[src/rtl/iterThrottlePkg.sv]
package iterThrottlePkg;
  // control-to-datapath strobes
  typedef struct packed {
    logic load;  // capture limit, empty in-flight set
    logic take;  // one credit leaves the pool
    logic give;  // one credit returns to the pool
  } throttleStrobe_t;
endpackage

[src/rtl/iterThrottleCtrl.sv]
module iterThrottleCtrl
  import iterThrottlePkg::*;
(
  input  logic            rstN,
  input  logic            clear,
  input  logic            startReq,
  input  logic            iterDone,
  input  logic            creditAvail,
  input  logic            anyActive,
  output logic            startGrant,
  output logic            doneError,
  output throttleStrobe_t strobe
);
  logic loadNow;
  logic doneOk;

  always_comb begin
    loadNow    = clear || !rstN;
    doneOk     = !loadNow && iterDone && anyActive;
    doneError  = !loadNow && iterDone && !anyActive;
    // a credit returned this cycle may be reused by a same-cycle entry
    startGrant = !loadNow && startReq && (creditAvail || doneOk);
    strobe.load = loadNow;
    strobe.take = startGrant;
    strobe.give = doneOk;
  end
endmodule

[src/rtl/iterThrottleData.sv]
module iterThrottleData
  import iterThrottlePkg::*;
#(
  parameter int CW = 4
) (
  input  logic            clk,
  input  logic [CW-1:0]   limitK,
  input  throttleStrobe_t strobe,
  output logic [CW-1:0]   activeCount,
  output logic [CW-1:0]   tokensFree,
  output logic            creditAvail,
  output logic            anyActive
);
  localparam logic [CW-1:0] ONE = CW'(1);

  logic [CW-1:0] kReg;
  logic [CW-1:0] actReg;
  logic [CW-1:0] actNext;

  always_comb begin
    actNext = actReg;
    unique case ({strobe.take, strobe.give})
      2'b10:   actNext = actReg + ONE;
      2'b01:   actNext = actReg - ONE;
      default: actNext = actReg;
    endcase
  end

  always_ff @(posedge clk) begin
    if (strobe.load) begin
      kReg   <= limitK;
      actReg <= '0;
    end else begin
      actReg <= actNext;
    end
  end

  assign activeCount = actReg;
  assign tokensFree  = kReg - actReg;
  assign creditAvail = (tokensFree != '0);
  assign anyActive   = (actReg != '0);
endmodule

[src/rtl/iterThrottle.sv]
module iterThrottle
  import iterThrottlePkg::*;
#(
  parameter int CW = 4
) (
  input  logic          clk,
  input  logic          rstN,
  input  logic          clear,
  input  logic [CW-1:0] limitK,
  input  logic          startReq,
  output logic          startGrant,
  input  logic          iterDone,
  output logic          doneError,
  output logic [CW-1:0] activeCount,
  output logic [CW-1:0] tokensFree
);
  throttleStrobe_t strobe;
  logic creditAvail;
  logic anyActive;

  iterThrottleCtrl ctrl (
    .rstN        (rstN),
    .clear       (clear),
    .startReq    (startReq),
    .iterDone    (iterDone),
    .creditAvail (creditAvail),
    .anyActive   (anyActive),
    .startGrant  (startGrant),
    .doneError   (doneError),
    .strobe      (strobe)
  );

  iterThrottleData #(.CW(CW)) data (
    .clk         (clk),
    .limitK      (limitK),
    .strobe      (strobe),
    .activeCount (activeCount),
    .tokensFree  (tokensFree),
    .creditAvail (creditAvail),
    .anyActive   (anyActive)
  );
endmodule

[config.mk]
export PLATFORM = sky130hd
export DESIGN_NAME = iterThrottle
export DESIGN_NICKNAME = d
export VERILOG_FILES = /design/src/rtl/iterThrottlePkg.sv /design/src/rtl/iterThrottleCtrl.sv /design/src/rtl/iterThrottleData.sv /design/src/rtl/iterThrottle.sv
export SDC_FILE = /design/constraint.sdc
export NUM_CORES = 1
export LEC_CHECK = 0
export BUFFER_PORTS_ARGS = -buffer_cell sky130_fd_sc_hd__buf_4
export CORE_MARGIN = 2
export CORE_UTILIZATION = 37
export DETAILED_ROUTE_END_ITERATION = 6
export GPL_TIMING_DRIVEN = 0
export PLACE_DENSITY = 0.65
export SYNTH_ARGS = -nofsm -noshare
export SYNTH_HDL_FRONTEND = slang
export SYNTH_HIERARCHICAL = 1
export SYNTH_SLANG_ARGS = --single-unit
[constraint.sdc]
create_clock -name clk -period 4.3 [get_ports clk]
set_clock_uncertainty 0.2 [all_clocks]
set_input_delay 0 -clock clk [delete_from_list [all_inputs] [get_ports clk]]
set_output_delay 0 -clock clk [all_outputs]
set_load 0.05 [all_outputs]
==> flow_metrics.tcl <==
set metrics [dict create \
    final_util 0.560 \
    drive_gt1_frac 0.379 \
    crit_path_max_fanout 5 \
    synth-seq-cells 8 \
    hold_violations 0 \
    post-place-ws_ps 723 \
    cts_inserted_buffers 3 \
    switchingPower_mw 0.0630 \
    dp.cells 95 \
    worstRegToRegCells 18 \
    synth_cells 61 \
    grt_pass1_wl_um 2040 \
    num_vias 494 \
    port_buffers 18 \
    swShare 0.303 \
    fin_ws_ps 740 \
    yosysUniqueCellTypes 26 \
    crit_end "data/activeCount[2]" \
    grt_util_all_layers 0.142 \
    root_buffer "clkbuf_4" \
    crit_path_start "data/kReg[0]" \
    avgRoutedWirePerCell_um 10.5 \
    cp-end-kind "flop" \
    final_nets 104 \
    drcViolationCount 0 \
    clkSinkCount 8 \
    ys_seq_area_frac 0.331 \
    area_growth_syn_to_layout_pct 40.9 \
    grt_overflow_total 0 \
    detailed_place_hpwl_um 871 \
    start_util 0.397 \
    synth_top_family_by_area "simple AND/OR/NAND/NOR gates" \
    routed_wirelength_um 1080 \
    cts_tree "done" \
    pwr-share-seq 0.416 \
    path_clk_slew_ps 50 \
    share_comb_of_total_power 0.294 \
    synthXorXnorAreaFrac 0.0723 \
    tns_ps 0 \
    finalSetupViolCount 0 \
    dieArea_mm2 0.00198 \
    hold_path_depth 4 \
    yosys_warnings 6 \
    insertion_delay_ps 250 \
    status "finished, final reports clean" \
    path_class "reg2reg" \
    slew_viol_final 0 \
    grt_pass1_vias 482 \
    p_leak_nw 0.393 \
    rows 14 \
    post-cts-setup-buffer-count 0 \
    timing.fmax_ghz 0.281 \
    synth-simple-area-share 0.207 \
    hold_ws_ps 8.96 \
    synth_compound_area_frac 0.0930 \
    worstReg2RegEnd "data/activeCount[2]" \
    totalPowerFinal_mw 0.208 \
    cp.required_ps 4280 \
    synthMuxAreaShare 0.0413 \
    period_share 0.828 \
    drt_first_pass_iters 4 \
    synth_fa_ha_area_frac 0.157 \
    vias_per_cell 4.80 \
    die-width_um 44.5 \
    clk_path_buf_depth 2 \
    rsz0062_at_grt "false" \
    grt_max_degree 10 \
    vdd_drop_max_mv 0.129 \
    powerDensity_mw_per_mm2 244 \
    postLayoutCellArea_um2 853 \
    placed_area_um2 787 \
    worst_hold_path_type "in2reg" \
    max_slew_margin 0.846 \
    synth_edf_count 4 \
    num_antenna_cells 0 \
    internal_power_mw 0.145 \
    gp_congestion 0.719 \
    instances_no_fill 103 \
    min_period_ps 3560 \
    htreeDepth 1 \
    synth_area_um2 606 \
    r2r_start "data/kReg[0]" \
    drt-initial-drc-count 8 \
    cts_hold_buf 4 \
    tightest_slew_ps 231 \
    ant_nets 0 \
    pwr-share-clk 0.289 \
    startpoint_type "flop" \
    arrival_ps 3540 \
    antenna_found_initial 0 \
    rrSetupSlack_ps 740 \
    synthesis.nets 77 \
    synth-main-ff-cell "edfxtp_1" \
    io_pins 19 \
    maxCapViolCount 0 \
    syn_area_per_cell_um2 9.93 \
    post_cts_resized 0 \
    die_h_um 44.5 \
    async_reset_ff_frac 0 \
    design.core.area_mm2 0.00152 \
]
[metal layers]
metal / wire [µm] / track usage / share of wire / vias to the layer above
met5: 0 / 0 / 0 / -
met4: 14 / 0.0909 / 0.013 / 0
met3: 63 / 0.0245 / 0.058 / 2
met2: 540 / 0.238 / 0.50 / 16
met1: 464 / 0.167 / 0.43 / 217
li1: - / - / - / 259
[Yosys cell counts, types with 2 or more instances]
cell type	number	area share
inv_1	7	0.043
ha_1	6	0.12
nor2_1	5	0.031
xor2_1	5	0.072
a21oi_1	4	0.033
dfxtp_1	4	0.13
edfxtp_1	4	0.20
o21ai_0	4	0.033
buf_4	3	0.037
nor2b_1	2	0.021
nor3b_2	2	0.041
[cells in the final DEF (no fill, tap or decap), types with 2 or more instances in the layout]
master         instances
clkbuf_4               3
o21ai_0                4
ha_1                   6
dlygate4sd3_1          4
dfxtp_1                3
nor2_1                 5
nor2b_1                2
a21oi_1                4
buf_4                 21
inv_1                  7
xor2_1                 4
edfxtp_1               4
[power groups by stage]
stage | Clock, mW | Sequential, mW | Combinational (mW)
floorplan | 0 | 0.0886 | 0.0404
global placement | 0 | 0.0880 | 0.0579
detailed placement | 0 | 0.0882 | 0.0587
CTS | 0.0627 | 0.0866 | 0.0617
global route | 0.0686 | 0.0870 | 0.0667
finish | 0.0601 | 0.0865 | 0.0612
[cells by family (layout without fill, tap and decap cells)]
| logic type | after synthesis | after routing |
|---|---|---|
| fa+ha+maj | 7 | 7 |
| simple gates | 18 | 18 |
| mux | 2 | 2 |
| flops | 8 | 8 |
| buf+inv | 11 | 37 |
| compound gates | 10 | 10 |
| xor+xnor | 5 | 5 |
[critical path: stages, from the launching register on]
cell	delay, ps
edfxtp_1	350
inv_1	70
ha_1	170
inv_1	60
fa_1	450
xor2_4	210
nor3_1	130
o21ai_0	100
a21oi_1	220
nor3b_4	80
buf_4	130
inv_1	60
ha_1	260
xor2_1	170
ha_1	170
a21oi_1	50
xor2_1	150
or3_1	310
a21oi_1	160
[sequential cells by signal (all words and copies together) (netlist names)]
name	flops
data/kReg	4
data/activeCount	4
[how the worst min path moves through the flow]
stage,slack (ps),end,startpoint
6_report,9,data/activeCount[0],rstN
5_1_grt,40,data/activeCount[0],rstN
4_1_cts,5,data/activeCount[0],rstN
3_5_place_dp,-20,data/kReg[1],limitK[1]
3_3_place_gp,-20,data/kReg[0],limitK[0]
2_1_floorplan,-100,data/kReg[0],limitK[0]
[final cells by class]
| type | count | area, µm² |
|---|---|---|
| buffer | 4 | 33.8 |
| clock buffer | 4 | 26.3 |
| fill | 133 | 671 |
| inverter | 7 | 26.3 |
| multi-input combinational | 42 | 370 |
| sequential | 8 | 201 |
| tap | 16 | 20.0 |
| timing repair buffer | 22 | 175 |
(Power assumes the default switching activity.)
